`config.mk`:
```
export PLATFORM = sky130hd
export DESIGN_NAME = adc_seq_host
export DESIGN_NICKNAME = d
export VERILOG_FILES = /design/src/rtl/adc_host_pkg.sv /design/src/rtl/adc_host_sclk.sv /design/src/rtl/adc_host_frame.sv /design/src/rtl/adc_host_rx.sv /design/src/rtl/adc_seq_host.sv
export SDC_FILE = /design/constraint.sdc
export NUM_CORES = 1
export LEC_CHECK = 0
export ABC_CLOCK_PERIOD_IN_PS = 4200
export BUFFER_PORTS_ARGS = -buffer_cell sky130_fd_sc_hd__buf_2
export CORE_UTILIZATION = 47
export CTS_CLUSTER_SIZE = 8
export DETAILED_ROUTE_END_ITERATION = 8
export GPL_TIMING_DRIVEN = 0
export PLACE_DENSITY = 0.65
export SKIP_LAST_GASP = 1
export SLEW_MARGIN = 20
export SYNTH_ARGS = -nofsm -noshare
export SYNTH_HDL_FRONTEND = slang
export SYNTH_HIERARCHICAL = 1
export SYNTH_SLANG_ARGS = --single-unit
```
`constraint.sdc`:
```
create_clock -name clk -period 4.2 [get_ports clk]
set_input_delay 0.63 -clock clk [delete_from_list [all_inputs] [get_ports clk]]
set_output_delay 0.63 -clock clk [all_outputs]
set_load 0.02 [all_outputs]
```
`src/rtl/adc_host_pkg.sv`:
```
package adc_host_pkg;
   localparam int unsigned CTRL_BITS   = 8;
   localparam int unsigned RES_BITS    = 10;
   localparam int unsigned CH_BITS     = 3;
   localparam int unsigned PM_BITS     = 2;
   localparam int unsigned SLOT_W      = 5;
   localparam int unsigned RES_FIRST   = 9;
   localparam int unsigned RES_LAST    = RES_FIRST + RES_BITS - 1;
   localparam int unsigned SUB_LAST    = RES_LAST + 2;
   localparam int unsigned SHORT_SPAN  = 15;
   localparam int unsigned LONG_SPAN   = 16;
   localparam int unsigned MIN_SCLK_HZ = 100_000;
   localparam int unsigned EXT_MAX_HZ  = 2_000_000;
   localparam int unsigned INT_MAX_HZ  = 400_000;

   typedef enum logic [1:0] {
      ST_PWRUP = 2'd0,
      ST_IDLE  = 2'd1,
      ST_RUN   = 2'd2
   } host_st_t;
endpackage

```
`src/rtl/adc_host_sclk.sv`:
```
module adc_host_sclk #(
   parameter int unsigned DIV_HALF = 32
) (
   input  logic clk,
   input  logic rst_n,
   input  logic run,
   output logic sclk,
   output logic rise_tick,
   output logic fall_tick
);
   localparam int unsigned CNT_W = (DIV_HALF > 1) ? $clog2(DIV_HALF) : 1;

   logic [CNT_W-1:0] cnt;
   logic             wrap;

   assign wrap      = (cnt == CNT_W'(DIV_HALF - 1));
   assign rise_tick = run & wrap & ~sclk;
   assign fall_tick = run & wrap & sclk;

   always_ff @(posedge clk) begin
      if (!rst_n) begin
         cnt  <= '0;
         sclk <= 1'b0;
      end else if (!run) begin
         cnt  <= '0;
         sclk <= 1'b0;
      end else begin
         cnt <= wrap ? '0 : cnt + 1'b1;
         if (wrap) sclk <= ~sclk;
      end
   end

   p_rise_drives_high_r4: assert property (@(posedge clk) disable iff (!rst_n)
      rise_tick |=> sclk);
   p_fall_drives_low_r4: assert property (@(posedge clk) disable iff (!rst_n)
      fall_tick |=> !sclk);
endmodule

```
`src/rtl/adc_host_frame.sv`:
```
module adc_host_frame
   import adc_host_pkg::*;
#(
   parameter int unsigned PWR_WAIT = 12500,
   parameter logic [1:0]  CTRL_MID = 2'b11
) (
   input  logic                clk,
   input  logic                rst_n,
   input  logic                req_valid,
   input  logic [CH_BITS-1:0]  req_ch,
   input  logic [PM_BITS-1:0]  req_pm,
   input  logic                cfg_long,
   input  logic                fall_tick,
   output logic                busy,
   output logic                run,
   output logic                cs_n,
   output logic                sdi,
   output logic [SLOT_W-1:0]   slot,
   output logic                cur_conv,
   output logic                prev_conv,
   output logic                long_q,
   output logic [CH_BITS-1:0]  prev_ch
);
   localparam int unsigned PW_W = $clog2(PWR_WAIT + 1);

   host_st_t               st;
   logic [PW_W-1:0]        pw_cnt;
   logic                   pend_full;
   logic [CH_BITS-1:0]     pend_ch;
   logic [PM_BITS-1:0]     pend_pm;
   logic [CH_BITS-1:0]     cur_ch;
   logic [CTRL_BITS-2:0]   sh;
   logic [CTRL_BITS-1:0]   nxt_byte;
   logic [SLOT_W-1:0]      last_slot;
   logic                   frame_end;
   logic                   accept;

   assign nxt_byte  = {1'b1, pend_ch, CTRL_MID, pend_pm};
   assign last_slot = long_q ? SLOT_W'(LONG_SPAN - 1) : SLOT_W'(SHORT_SPAN - 1);
   assign frame_end = fall_tick && (slot == last_slot);
   assign busy      = (st == ST_PWRUP) || pend_full;
   assign accept    = req_valid && !busy;
   assign run       = (st == ST_RUN);
   assign cs_n      = ~run;

   always_ff @(posedge clk) begin
      if (!rst_n) begin
         st        <= ST_PWRUP;
         pw_cnt    <= '0;
         pend_full <= 1'b0;
         pend_ch   <= '0;
         pend_pm   <= '0;
         cur_ch    <= '0;
         prev_ch   <= '0;
         sh        <= '0;
         sdi       <= 1'b0;
         slot      <= '0;
         cur_conv  <= 1'b0;
         prev_conv <= 1'b0;
         long_q    <= 1'b0;
      end else begin
         if (accept) begin
            pend_full <= 1'b1;
            pend_ch   <= req_ch;
            pend_pm   <= req_pm;
         end else if (pend_full && ((st == ST_IDLE) || (run && frame_end))) begin
            pend_full <= 1'b0;
         end

         case (st)
            ST_PWRUP: begin
               if (pw_cnt == PW_W'(PWR_WAIT - 1)) st <= ST_IDLE;
               else                                pw_cnt <= pw_cnt + 1'b1;
            end
            ST_IDLE: begin
               if (pend_full) begin
                  st        <= ST_RUN;
                  long_q    <= cfg_long;
                  prev_conv <= 1'b0;
                  slot      <= '0;
                  sdi       <= 1'b1;
                  sh        <= nxt_byte[CTRL_BITS-2:0];
                  cur_conv  <= 1'b1;
                  cur_ch    <= pend_ch;
               end
            end
            ST_RUN: begin
               if (frame_end) begin
                  prev_conv <= cur_conv;
                  prev_ch   <= cur_ch;
                  slot      <= '0;
                  if (pend_full) begin
                     sdi      <= 1'b1;
                     sh       <= nxt_byte[CTRL_BITS-2:0];
                     cur_conv <= 1'b1;
                     cur_ch   <= pend_ch;
                  end else begin
                     sdi      <= 1'b0;
                     cur_conv <= 1'b0;
                     if (!cur_conv) st <= ST_IDLE;
                  end
               end else if (fall_tick) begin
                  slot <= slot + 1'b1;
                  sdi  <= sh[CTRL_BITS-2];
                  sh   <= {sh[CTRL_BITS-3:0], 1'b0};
               end
            end
            default: st <= ST_PWRUP;
         endcase
      end
   end

   p_accept_sets_busy_r2: assert property (@(posedge clk) disable iff (!rst_n)
      (req_valid && !busy) |=> busy);
   p_byte_tail_zero_r6: assert property (@(posedge clk) disable iff (!rst_n)
      (run && slot >= SLOT_W'(CTRL_BITS)) |-> !sdi);
   p_select_with_marker_r3: assert property (@(posedge clk) disable iff (!rst_n)
      $fell(cs_n) |-> sdi);
   p_no_select_in_wait_r1: assert property (@(posedge clk) disable iff (!rst_n)
      (pw_cnt != PW_W'(PWR_WAIT - 1)) |-> cs_n);
endmodule

```
`src/rtl/adc_host_rx.sv`:
```
module adc_host_rx
   import adc_host_pkg::*;
(
   input  logic                clk,
   input  logic                rst_n,
   input  logic                rise_tick,
   input  logic [SLOT_W-1:0]   slot,
   input  logic                cur_conv,
   input  logic                prev_conv,
   input  logic                long_q,
   input  logic [CH_BITS-1:0]  prev_ch,
   input  logic                sdo,
   output logic                res_valid,
   output logic [RES_BITS-1:0] res_data,
   output logic [CH_BITS-1:0]  res_ch
);
   logic [SLOT_W-1:0]   span;
   logic [SLOT_W-1:0]   prev_rel;
   logic                grab;
   logic                done;
   logic [RES_BITS-1:0] sh;

   assign span     = long_q ? SLOT_W'(LONG_SPAN) : SLOT_W'(SHORT_SPAN);
   assign prev_rel = slot + span;
   assign grab     = rise_tick &&
                     ((cur_conv && slot >= SLOT_W'(RES_FIRST)) ||
                      (prev_conv && prev_rel <= SLOT_W'(RES_LAST)));
   assign done     = rise_tick && prev_conv && (prev_rel == SLOT_W'(SUB_LAST));

   always_ff @(posedge clk) begin
      if (!rst_n) begin
         sh        <= '0;
         res_valid <= 1'b0;
         res_data  <= '0;
         res_ch    <= '0;
      end else begin
         if (grab) sh <= {sh[RES_BITS-2:0], sdo};
         res_valid <= done;
         if (done) begin
            res_data <= sh;
            res_ch   <= prev_ch;
         end
      end
   end

   p_single_pulse_r8: assert property (@(posedge clk) disable iff (!rst_n)
      res_valid |=> !res_valid);
   p_only_after_conv_r9: assert property (@(posedge clk) disable iff (!rst_n)
      res_valid |-> $past(prev_conv));
endmodule

```
`src/rtl/adc_seq_host.sv`:
```
module adc_seq_host
   import adc_host_pkg::*;
#(
   parameter int unsigned SYS_HZ        = 125_000_000,
   parameter int unsigned SCLK_DIV_HALF = 32,
   parameter int unsigned PWR_US        = 100,
   parameter bit          INT_COMP      = 1'b0,
   parameter logic [1:0]  CTRL_MID      = 2'b11
) (
   input  logic          clk,
   input  logic          rst_n,
   input  logic          req_valid,
   input  logic [2:0]    req_ch,
   input  logic [1:0]    req_pm,
   input  logic          cfg_long,
   output logic          busy,
   output logic          res_valid,
   output logic [9:0]    res_data,
   output logic [2:0]    res_ch,
   output logic          adc_cs_n,
   output logic          adc_sclk,
   output logic          adc_sdi,
   input  logic          adc_sdo
);
   localparam int unsigned SCLK_HZ  = SYS_HZ / (2 * SCLK_DIV_HALF);
   localparam int unsigned PWR_WAIT = (SYS_HZ / 1_000_000) * PWR_US;

   if (INT_COMP) begin : g_int_comp
      if (SCLK_HZ > INT_MAX_HZ) begin : g_too_fast
         $error("serial clock above internal-compensation ceiling");
      end
   end else begin : g_ext_comp
      if (SCLK_HZ > EXT_MAX_HZ) begin : g_too_fast
         $error("serial clock above external-compensation ceiling");
      end
   end
   if (SCLK_HZ < MIN_SCLK_HZ) begin : g_too_slow
      $error("serial clock below hold-droop floor");
   end
   if (PWR_WAIT < 1) begin : g_no_wait
      $error("power-up wait must be at least one cycle");
   end

   logic                run;
   logic                rise_tick;
   logic                fall_tick;
   logic [SLOT_W-1:0]   slot;
   logic                cur_conv;
   logic                prev_conv;
   logic                long_q;
   logic [CH_BITS-1:0]  prev_ch;

   adc_host_sclk #(.DIV_HALF(SCLK_DIV_HALF)) clk_gen_i (
      .clk       (clk),
      .rst_n     (rst_n),
      .run       (run),
      .sclk      (adc_sclk),
      .rise_tick (rise_tick),
      .fall_tick (fall_tick)
   );

   adc_host_frame #(.PWR_WAIT(PWR_WAIT), .CTRL_MID(CTRL_MID)) frame_i (
      .clk       (clk),
      .rst_n     (rst_n),
      .req_valid (req_valid),
      .req_ch    (req_ch),
      .req_pm    (req_pm),
      .cfg_long  (cfg_long),
      .fall_tick (fall_tick),
      .busy      (busy),
      .run       (run),
      .cs_n      (adc_cs_n),
      .sdi       (adc_sdi),
      .slot      (slot),
      .cur_conv  (cur_conv),
      .prev_conv (prev_conv),
      .long_q    (long_q),
      .prev_ch   (prev_ch)
   );

   adc_host_rx rx_i (
      .clk       (clk),
      .rst_n     (rst_n),
      .rise_tick (rise_tick),
      .slot      (slot),
      .cur_conv  (cur_conv),
      .prev_conv (prev_conv),
      .long_q    (long_q),
      .prev_ch   (prev_ch),
      .sdo       (adc_sdo),
      .res_valid (res_valid),
      .res_data  (res_data),
      .res_ch    (res_ch)
   );

   p_idle_clock_low_r4: assert property (@(posedge clk) disable iff (!rst_n)
      adc_cs_n |-> !adc_sclk);
   p_result_while_selected_r8: assert property (@(posedge clk) disable iff (!rst_n)
      res_valid |-> $past(!adc_cs_n));
endmodule

```
==> results of run 1 <==
## layout make-up
class / count / area (sq um) / share of cell area (%)
Inverter: 15 / 56.3 / 1.46
Clock buffer: 9 / 124 / 3.20
Buffer: 14 / 65.1 / 1.68
Tap cell: 96 / 120 / 3.11
Timing Repair Buffer: 27 / 135 / 3.50
Multi-Input combinational cell: 259 / 1800 / 46.6
Sequential cell: 74 / 1480 / 38.3
Clock inverter: 7 / 83.8 / 2.17
## power by group through the flow
stage          logic [W]  registers, W  clock network (W)
3_3_place_gp    0.000129      0.000747                  0
5_1_grt         0.000150      0.000735           0.000627
3_5_place_dp    0.000131      0.000748                  0
4_1_cts         0.000132      0.000731           0.000593
2_1_floorplan   0.000100      0.000746                  0
6_report        0.000133      0.000731           0.000577
## cells by family after synthesis
kind of cell	share of synthesized area [%]
and+or+nand+nor	21.4
xor gates and xnor gates	4.64
adders and majority gates	4.64
AOI/OAI and AO/OA	9.14
muxes	13.0
buffers and inverters	3.57
DFF	43.6
## per-stage QoR
step | hold WS [ns] | power (W) | utilization [%] | instances
3_3_place_gp | 0.432 | 0.000877 | 53.2 | 485
4_1_cts | 0.458 | 0.00146 | 56.2 | 501
6_report | 0.456 | 0.00144 | 56.3 | 501
5_1_grt | 0.475 | 0.00151 | 56.3 | 501
3_5_place_dp | 0.441 | 0.000879 | 53.2 | 485
2_1_floorplan | 0.418 | 0.000846 | - | 362
## worst reg2reg max path: cells and delay by family, from the launching register on
family | cells | cell delay (ns)
AOI/OAI and AO/OA | 1 | 0.27
adders and majority gates | 2 | 0.44
buffers and inverters | 1 | 0.08
DFF | 1 | 0.36
and+or+nand+nor | 4 | 1.26
## metal layers
layer | vias up | part of all wire [%]
met5 | - | 0
met4 | 0 | 0.74
met3 | 4 | 2.2
met2 | 29 | 45
met1 | 1181 | 52
li1 | 1336 | -
## sequential cells by signal, indices dropped and copies added (netlist names)
signal,flops
frame_i/pend_ch,3
frame_i/prev_ch,3
frame_i/cur_conv,1
frame_i/st,2
frame_i/sdi,1
frame_i/slot,5
frame_i/sh,7
rx_i/res_valid,1
frame_i/pend_pm,2
rx_i/sh,10
frame_i/pw_cnt,14
frame_i/long_q,1
frame_i/prev_conv,1
frame_i/cur_ch,3
clk_gen_i/sclk,1
clk_gen_i/cnt,5
frame_i/pend_full,1
rx_i/res_ch,3
rx_i/res_data,10
## synthesized netlist by cell type, drive strengths merged (3+ instances only)
| master | count |
|---|---|
| nor3b | 3 |
| a211oi | 3 |
| nor3 | 4 |
| nor2b | 5 |
| nor2 | 40 |
| ha | 11 |
| nand3 | 11 |
| dfxtp | 74 |
| nand2b | 5 |
| nand3b | 5 |
| a21oi | 11 |
| o21ai | 12 |
| xor2 | 11 |
| or3 | 6 |
| nand2 | 40 |
| clkbuf | 11 |
| inv | 14 |
| nand4 | 4 |
| mux2i | 44 |
| and3 | 7 |
| buf | 3 |
| xnor2 | 7 |
## worst max path at each step
stage                           from                to  cells after the start
floorplan           clk_gen_i/cnt[0]  frame_i/cur_conv                      8
global placement    clk_gen_i/cnt[0]  frame_i/cur_conv                      8
detailed placement  clk_gen_i/cnt[0]  frame_i/cur_conv                      8
CTS                 clk_gen_i/cnt[0]  frame_i/cur_conv                      8
global route        clk_gen_i/cnt[0]  frame_i/cur_conv                      8
finish              clk_gen_i/cnt[0]  frame_i/cur_conv                      8
==> run summary, run 1 <==
Root Buffer -> clkbuf_8
Worst EP arrival -> 2.73 ns
Setup WS post-layout -> 1.69 ns
Setup WS pre-CTS -> 1.42 ns
Synth cell types -> 53
Clock Power Share -> 40.0%
Largest area contributor in the netlist -> dfxtp_1
Commonest non-fill, non-tap cell in the layout -> dfxtp_1
Core Box Area -> 6870 sq um
Internal power -> 0.00106 W
Hold buffer count at cts -> 0
Diode count -> 0
R2R Path End -> frame_i/cur_conv
Worst slew margin -> 52.7%
Vias per cell -> 5.09
GRT Resource Usage Total -> 18.8%
Fin nets -> 422
Die X -> 87 um
Crit start category -> flip-flop
Die Y -> 87 um
Pin count of the biggest net entering global routing -> 16
Final Critical Period -> 2.51 ns
Placement Cell Area -> 3650 sq um
Port Buf Inserts -> 27
Combinational Power Share -> 9.2%
Max-Cap Viols -> 0
Setup violators final -> 0
Met2 Usage GRT -> 30.0%
Tcrit/Tclk final -> 59.7%
Asr flop ratio synth -> 0%
Most frequent cells in the layout -> dfxtp_1, mux2i_1, nand2_1, nor2_1, buf_2
GPL Wtd Cong -> 0.804
Final WL -> 6530 um
Vias -> 2,550
Sw frac -> 26.6%
Post-synthesis sequential area ratio -> 43.6%
H-tree levels -> 3
Critical path's slowest cell -> nor4_2
ANT nets after route -> 0
Vias in the first global route -> 2,314
Cells after Synth -> 362
Top post-synthesis cells by area -> dfxtp_1, mux2i_1, nand2_1
Initial antenna violation count -> 0
Most Frequent Cell on Critical Path -> ha_1
RR Startpoint -> clk_gen_i/cnt[0]
Kind of critical path -> reg2reg
Clock Sinks -> 74
Psw -> 0.000383 W
Pre-antenna DRT Iters -> 4
Worst Tran Pin Value -> 0.705 ns
Ys Warns -> 6
Max FO, Critical Path -> 6
Number of gates resized after cts -> 0
Grt total ovfl -> 0
Clock buffer depth -> 2
Crit path max-delay family -> simple AND/OR/NAND/NOR gates
Fin area -> 3860 sq um
Met3 usage -> 4.55%
Slew Limit Fails -> 0
Clock transition at path regs -> 0.08 ns
Clk_lat worst skew -> 0.34 ns
Filler cell count -> 625
Layout cell share with drive strength beyond 1 -> 15.3%
Reg2reg setup slack -> 1.69 ns
1st-iter DRT viols -> 82
Top-area cell type share of the netlist area -> 43.6%
FF+latch count, synth -> 74
WP buf/inv -> 1
Hold path startpoint -> rx_i/res_data[9]
DRC violations left -> 0
Min-Delay Endpoint -> rx_i/res_data[9]
P_leak -> 1.48 nW
Post-CTS Setup Bufs -> 0
Initial Utilization -> 49.4%
Final hold vios -> 0
Total die area -> 7570 sq um
Cts bufs inserted -> 9
Post-synth EDFFs -> 0
Floorplan row count -> 30
Critical path cell sequence -> ha_1 > and3_1 > ha_1 > and3_2 > inv_1 > nor4_2 > nand3_1 > o221a_2
Avg Cell Area, Syn -> 9.38 sq um
Max Fclk -> 399 MHz
P&R area growth vs syn -> 13.8%
CP endpoint kind -> flip-flop
Setup Skew -> 0.0183 ns
Hold path cells -> 2
Max rail drop VDD -> 0.313 mV
First-pass GRT wire length -> 11,000 um
Worst Hold Class -> reg2reg
Critical path required time -> 4.42 ns
DP HPWL -> 4600 um
Global Route met1 Usage -> 25.3%
Max incr delay on CP -> 0.64 ns
Dominant synthesized flop cell -> dfxtp_1
GRT busiest layer -> met2
# IOs -> 28
RSZ-0062 raised after global routing -> no
Cells on worst reg2reg path -> 8
Mapped Nets -> 384
Flop pwr share -> 50.8%
Synthesized area -> 3400 sq um
CTS tree -> yes
Setup TNS -> 0 ns
Status -> finished, final reports clean
Routed length per instance -> 13.0 um
Pwr dens -> 373 nW/um^2
(Power assumes the default switching activity.)
==> run 2, diff against run 1 <==
- ABC_AREA: default -> 1
- ABC_CLOCK_PERIOD_IN_PS: 4200 -> 2200
- PLACE_DENSITY: 0.65 -> 0.67
- clock period: 4.2 -> 2.2 ns (I/O delays scaled with it)
==> run summary, run 2 <==
Status -> finished, final reports clean
Clock buffer depth -> 2 (unchanged)
Cts bufs inserted -> 9 (unchanged)
Max rail drop VDD -> 0.467 mV (+49%)
Clock transition at path regs -> 0.08 ns (about the same)
Crit path max-delay family -> simple AND/OR/NAND/NOR gates
Vias per cell -> 5.08 (-0.24%)
Post-synth EDFFs -> 0 (unchanged)
Fin util -> 59.2% (+2.9 points)
Biggest regs -> frame_i/pw_cnt x14, rx_i/res_data x10, rx_i/sh x10
Setup violators final -> 0 (unchanged)
Core Box Area -> 7450 sq um (+8.4%)
1st-iter DRT viols -> 200 (+140%)
Port Buf Inserts -> 27 (unchanged)
Top cells by count, synth -> nand2_1, nor2_1, dfxtp_1, inv_1, a21oi_1
H-tree levels -> 3 (unchanged)
Synth cell types -> 34 (-36%)
P_leak -> 1.82 nW (+22%)
Critical path cell sequence -> ha_4 > nand2_1 > nor2_1 > ha_2 > nand2_2 > nor2_4 > nand3_2 > nor2_4 > nand2_4 > nand2_8 > clkbuf_16 > nand2_1 > nand3_1 > a21oi_1
Critical path required time -> 2.41 ns (-2.01 ns)
Final Critical Period -> 2.11 ns (-0.396 ns)
Cells after Synth -> 516 (+43%)
CTS tree -> yes
Top post-synthesis cells by area -> dfxtp_1, nand2_1, nor2_1
CP endpoint kind -> flip-flop
Max incr delay on CP -> 0.37 ns (-0.27 ns)
GPL Wtd Cong -> 0.797 (-0.81%)
FF+latch count, synth -> 74 (unchanged)
Pwr dens -> 901 nW/um^2 (+140%)
Total die area -> 8230 sq um (+8.7%)
Max FO, Critical Path -> 7 (+1)
First-pass GRT wire length -> 13,700 um (+24%)
Fin area -> 4410 sq um (+14%)
Synthesized area -> 3700 sq um (+8.9%)
Floorplan row count -> 31 (+3.3%)
Die X -> 90.7 um (+4.3%)
Worst Tran Pin Value -> 0.470 ns (-0.235 ns)
Final hold vios -> 0 (unchanged)
Worst slew margin -> 68.7% (+16 points)
Vias -> 3,407 (+34%)
Asr flop ratio synth -> 0% (unchanged)
Die Y -> 90.7 um (+4.3%)
WP buf/inv -> 1 (unchanged)
DP HPWL -> 5660 um (+23%)
Worst EP arrival -> 2.32 ns (-0.41 ns)
Filler cell count -> 720 (+15%)
Pre-antenna DRT Iters -> 4 (unchanged)
GRT Resource Usage Total -> 20.4% (+1.7 points)
Tcrit/Tclk final -> 96.0% (+36 points)
DRC violations left -> 0 (unchanged)
Max-Cap Viols -> 0 (unchanged)
Setup Skew -> 0.0101 ns (-0.00822 ns)
Avg Cell Area, Syn -> 7.17 sq um (-24%)
Slew Limit Fails -> 0 (unchanged)
Crit start category -> flip-flop
Post-synthesis sequential area ratio -> 40.1% (-3.6 points)
Setup WS pre-CTS -> -0.319 ns (-1.74 ns)
Dominant synthesized flop cell -> dfxtp_1
Vias in the first global route -> 3,039 (+31%)
Root Buffer -> clkbuf_8
Mapped Nets -> 538 (+40%)
Most frequent cells in the layout -> nand2_1, nor2_1, dfxtp_1
# IOs -> 28 (unchanged)
Initial Utilization -> 49.7% (+0.23 points)
Max Fclk -> 474 MHz (+19%)
Pin count of the biggest net entering global routing -> 16 (unchanged)
Clock Sinks -> 74 (unchanged)
Grt total ovfl -> 0 (unchanged)
Max FFs per register -> 14 (unchanged)
Setup WS post-layout -> 0.0881 ns (-1.60 ns)
Commonest non-fill, non-tap cell in the layout -> nand2_1
Diode count -> 0 (unchanged)
Routed length per instance -> 12.1 um (-6.9%)
Layout cell share with drive strength beyond 1 -> 19.8% (+4.4 points)
ANT nets after route -> 0 (unchanged)
Critical path's slowest cell -> dfxtp_2
Top reg by flops -> frame_i/pw_cnt
Design Power -> 0.00397 W (+180%)
Top-count cell post-synth -> nand2_1
Worst Hold Class -> in2reg
P&R area growth vs syn -> 19.2%
Ys Warns -> 6 (unchanged)
Fin nets -> 589 (+40%)
Top-area cell type share of the netlist area -> 40.1% (-3.6 points)
Final WL -> 8140 um (+25%)
WHS -> 0.242 ns (-0.214 ns)
Initial antenna violation count -> 0 (unchanged)
Placement Cell Area -> 3960 sq um (+8.4%)
Clk_lat worst skew -> 0.34 ns (about the same)
Largest area contributor in the netlist -> dfxtp_1
Kind of critical path -> reg2reg
-- run 2: changes by cell type after synthesis, sizes merged, moves of 28 or more --
cell	change
a21oi	+40
inv	+45
mux2i	-44
nand2	+65
nor2	+49
o21ai	+28
-- run 2: cells by family (layout without fill, tap and decap cells) --
logic type	Yosys count	count (layout)	synth area share, %
AND/OR/NAND/NOR	251	252	30.5
AO/OA/AOI/OAI	93	93	13.1
buffers and inverters	76	131	9.74
flip-flops	74	74	40.1
adder cells (fa/ha/maj)	12	12	4.26
XOR/XNOR	10	10	2.37
-- run 2: what timing repair did --
item	4_1_cts	5_1_grt
buffers inserted	1	10
resized for setup	10	23
hold buffers	0	0
endpoints found under the hold margin	0	0
pin swaps	1	13
setup endpoints to repair	45	46
gates cloned	0	2
-- run 2: through the flow --
stage | setup TNS [ns] | instances
5_1_grt | -0.246 | 671
3_5_place_dp | -5.80 | 642
4_1_cts | 0 | 659
6_report | 0 | 671
2_1_floorplan | 0 | 516
3_3_place_gp | -3.54 | 642
-- run 2: final timing paths --
check / from / endpoint / slack (ns) / depth (start not counted)
max: clk_gen_i/cnt[0] / frame_i/sh[4] / 0.09 / 14
min: cfg_long / frame_i/long_q / 0.24 / 3
max reg2reg: clk_gen_i/cnt[0] / frame_i/sh[4] / 0.09 / 14
min reg2reg: frame_i/cur_ch[2] / frame_i/cur_ch[2] / 0.47 / 2
-- run 2: worst min-delay path: stages --
cell	delay [ns]
buf_2	0.11
nand3_1	0.06
a21oi_1	0.06
-- run 2: cell type report --
cell class,count,area (sq um),share of cell area (%)
multi-input combinational,367,1980,44.8
sequential,74,1490,33.8
timing repair buffer,39,243,5.51
inverter,60,230,5.22
buffer,16,140,3.18
clock buffer,9,124,2.81
tap,99,124,2.81
clock inverter,7,83.8,1.90
-- run 2: metal layers --
metal	vias up	wire, um	track usage [%]
li1	1775	-	-
met1	1565	4070	28.5
met2	59	3690	31.2
met3	8	295	3.54
met4	0	85	7.93
met5	-	0	0
-- run 2: report_power, final --
part	switching, W	total [W]	leakage [nW]	internal [W]
combinational	0.000818	0.00132	1.11	0.000506
sequential	0.0000957	0.00155	0.601	0.00146
clock	0.000550	0.00110	0.103	0.000545
total	0.00146	0.00397	1.82	0.00251
==> run 3, diff against run 2 <==
- REMOVE_ABC_BUFFERS: default -> 1
- SETUP_SLACK_MARGIN: default -> 0.3
==> run summary, run 3 (same netlist as run 2, synthesis figures left out) <==
DRC violations left -> 0 (unchanged)
Hold path cells -> 3 (unchanged)
Max FO, Critical Path -> 5 (-2)
Critical path cell sequence -> inv_4 > ha_4 > inv_2 > fa_2 > nand4_1 > a21oi_4 > nand3_4 > inv_6 > o21ai_2 > a21oi_2
Port Buf Inserts -> 27 (unchanged)
Clk_lat worst skew -> 0.35 ns (about the same)
DP HPWL -> 4900 um (-13%)
Psw -> 0.00166 W (+13%)
Design Power -> 0.00420 W (+5.8%)
P&R area growth vs syn -> 30.0%
Core Box Area -> 7450 sq um (unchanged)
Kind of critical path -> reg2reg
Max-Cap Viols -> 0 (unchanged)
Post-Layout Cell Count -> 681 (+1.5%)
Setup violators final -> 1 (+1)
1st-iter DRT viols -> 137 (-32%)
Clock transition at path regs -> 0.08 ns (about the same)
Cells after DPL -> 627 (-2.3%)
Initial Utilization -> 49.7% (unchanged)
Cts bufs inserted -> 9 (unchanged)
Most frequent cells in the layout -> nand2_1, nor2_1, dfxtp_1
Die Y -> 90.7 um (unchanged)
Initial antenna violation count -> 0 (unchanged)
Max Fclk -> 448 MHz (-5.3%)
Clock Sinks -> 74 (unchanged)
Setup Skew -> 0.00989 ns (-0.000192 ns)
Critical path required time -> 2.48 ns (+0.07 ns)
Layout cell share with drive strength beyond 1 -> 32.3% (+13 points)
Worst Tran Pin Value -> 0.815 ns (+0.346 ns)
Final hold vios -> 0 (unchanged)
Pre-antenna DRT Iters -> 4 (unchanged)
Failing checks -> setup timing
Top reg by flops -> frame_i/pw_cnt
Clock buffer depth -> 2 (unchanged)
GRT Resource Usage Total -> 22.4% (+2.0 points)
Final WL -> 9220 um (+13%)
Commonest non-fill, non-tap cell in the layout -> nand2_1
Vias per cell -> 5.17 (+1.8%)
Vias -> 3,519 (+3.3%)
Floorplan row count -> 31 (unchanged)
Max FFs per register -> 14 (unchanged)
R2R Path End -> rx_i/res_data[3]
Multi-input gate area -> 2350 sq um (+19%)
Pwr dens -> 874 nW/um^2 (-3.0%)
Cells on worst reg2reg path -> 10 (-4)
Worst slew margin -> 45.6% (-23 points)
WHS -> 0.232 ns (-0.00968 ns)
Setup TNS -> -0.0299 ns (-0.0299 ns)
Filler cell count -> 627 (-13%)
Grt total ovfl -> 0 (unchanged)
Clock Power Share -> 24.9% (-2.7 points)
Fin nets -> 599 (+1.7%)
Root Buffer -> clkbuf_8
Routed length per instance -> 13.5 um (+12%)
Total die area -> 8230 sq um (unchanged)
Critical path's slowest cell -> fa_2
Worst EP arrival -> 2.51 ns (+0.19 ns)
CP endpoint kind -> flip-flop
Hold buffer count at cts -> 0 (unchanged)
Max rail drop VDD -> 0.614 mV (+32%)
Diode count -> 0 (unchanged)
# IOs -> 28 (unchanged)
Internal power -> 0.00254 W (+1.4%)
Max incr delay on CP -> 0.54 ns (+0.17 ns)
Flop pwr share -> 37.5% (-1.6 points)
Crit start category -> flip-flop
CTS tree -> yes
Slew Limit Fails -> 0 (unchanged)
RSZ-0062 raised after global routing -> yes
P_leak -> 1.91 nW (+5.4%)
Die X -> 90.7 um (unchanged)
RR Startpoint -> frame_i/long_q
Min-Delay Endpoint -> frame_i/pend_pm[1]
Sw frac -> 39.5% (+2.6 points)
Tcrit/Tclk final -> 101% (+5.4 points)
H-tree levels -> 3 (unchanged)
ANT nets after route -> 0 (unchanged)
Worst Hold Class -> in2reg
Sequential cell area -> 1490 sq um (+0.25%)
First-pass GRT wire length -> 14,900 um (+8.9%)
Status -> finished, violations left
GPL Wtd Cong -> 0.813 (+2.0%)
Setup WS post-layout -> -0.0299 ns (-0.118 ns)
Vias in the first global route -> 3,276 (+7.8%)
Combinational Power Share -> 37.6% (+4.2 points)
Final Critical Period -> 2.23 ns (+0.118 ns)
Biggest regs -> frame_i/pw_cnt x14, rx_i/res_data x10, rx_i/sh x10
Pin count of the biggest net entering global routing -> 51 (+35)
Reg2reg setup slack -> -0.03 ns (-0.12 ns)
Hold path startpoint -> req_pm[1]
run 3: cell types whose count changed in the layout (fill, tap and decap cells not counted), moves of 5 or more:
cell | before | now
a21oi_1 | 49 | 34
a21oi_2 | 1 | 15
buf_4 | 11 | 26
nand2_1 | 95 | 87
nand2_8 | 1 | 6
nand3_1 | 33 | 17
nand3_2 | 1 | 16
nor2_1 | 82 | 77
o21ai_0 | 27 | 22
o21ai_2 | 1 | 10
run 3: worst max path at each step:
stage	startpoint	to	slack, ns	cells after the start
6_report	frame_i/long_q	rx_i/res_data[3]	-0.03	10
3_3_place_gp	frame_i/st[0]	rx_i/res_data[6]	-1.68	10
2_1_floorplan	frame_i/st[0]	rx_i/res_data[5]	-0.76	10
5_1_grt	frame_i/long_q	rx_i/res_data[3]	-0.09	10
4_1_cts	frame_i/long_q	rx_i/res_data[1]	0.17	10
3_5_place_dp	frame_i/st[0]	rx_i/res_data[5]	-0.43	10
run 3: per-stage QoR:
step | area, sq um | setup WS, ns | util, %
floorplan | 3570 | -0.759 | -
global placement | 3820 | -1.68 | 51.4
detailed placement | 3840 | -0.426 | 51.5
CTS | 4540 | 0.170 | 60.9
global route | 4810 | -0.0910 | 64.6
finish | 4810 | -0.0299 | 64.6
run 3: repair_timing:
action,CTS,global route
gates cloned,7,2
endpoints found under the setup margin,49,59
resized for setup,80,45
endpoints found under the hold margin,0,0
setup buffers,19,10
pin swaps,32,18
run 3: layer usage:
| layer | track usage [%] | wire [um] | up-vias | share of wire [%] |
|---|---|---|---|---|
| met4 | 8.74 | 234 | 0 | 2.5 |
| li1 | - | - | 1794 | - |
| met3 | 4.63 | 421 | 23 | 4.6 |
| met2 | 37.8 | 4490 | 83 | 49 |
| met1 | 27.8 | 4080 | 1619 | 44 |
| met5 | 0 | 0 | - | 0 |
run 3: worst max-delay path: cells and delay by family, from the launching register on:
kind            cells  cell delay (ns)
compound gates      3             0.46
fa+ha+maj           2             0.67
buf+inv             3             0.25
flops               1             0.37
simple gates        2             0.41
run 3: layout make-up:
| type | count | area share [%] |
|---|---|---|
| well taps | 99 | 2.58 |
| flip-flops and latches | 74 | 31.0 |
| repair buffers | 57 | 7.86 |
| clock buffers | 9 | 2.58 |
| clock inverters | 7 | 1.46 |
| repair inverters | 3 | 0.546 |
| inverters | 60 | 5.07 |
| multi-input cells | 372 | 48.9 |
run 3: power groups by stage:
stage | combinational (W) | sequential, W | clock, W
2_1_floorplan | 0.000818 | 0.00157 | 0
3_3_place_gp | 0.00102 | 0.00159 | 0
3_5_place_dp | 0.00104 | 0.00159 | 0
4_1_cts | 0.00132 | 0.00157 | 0.00107
5_1_grt | 0.00174 | 0.00159 | 0.00113
6_report | 0.00158 | 0.00158 | 0.00105
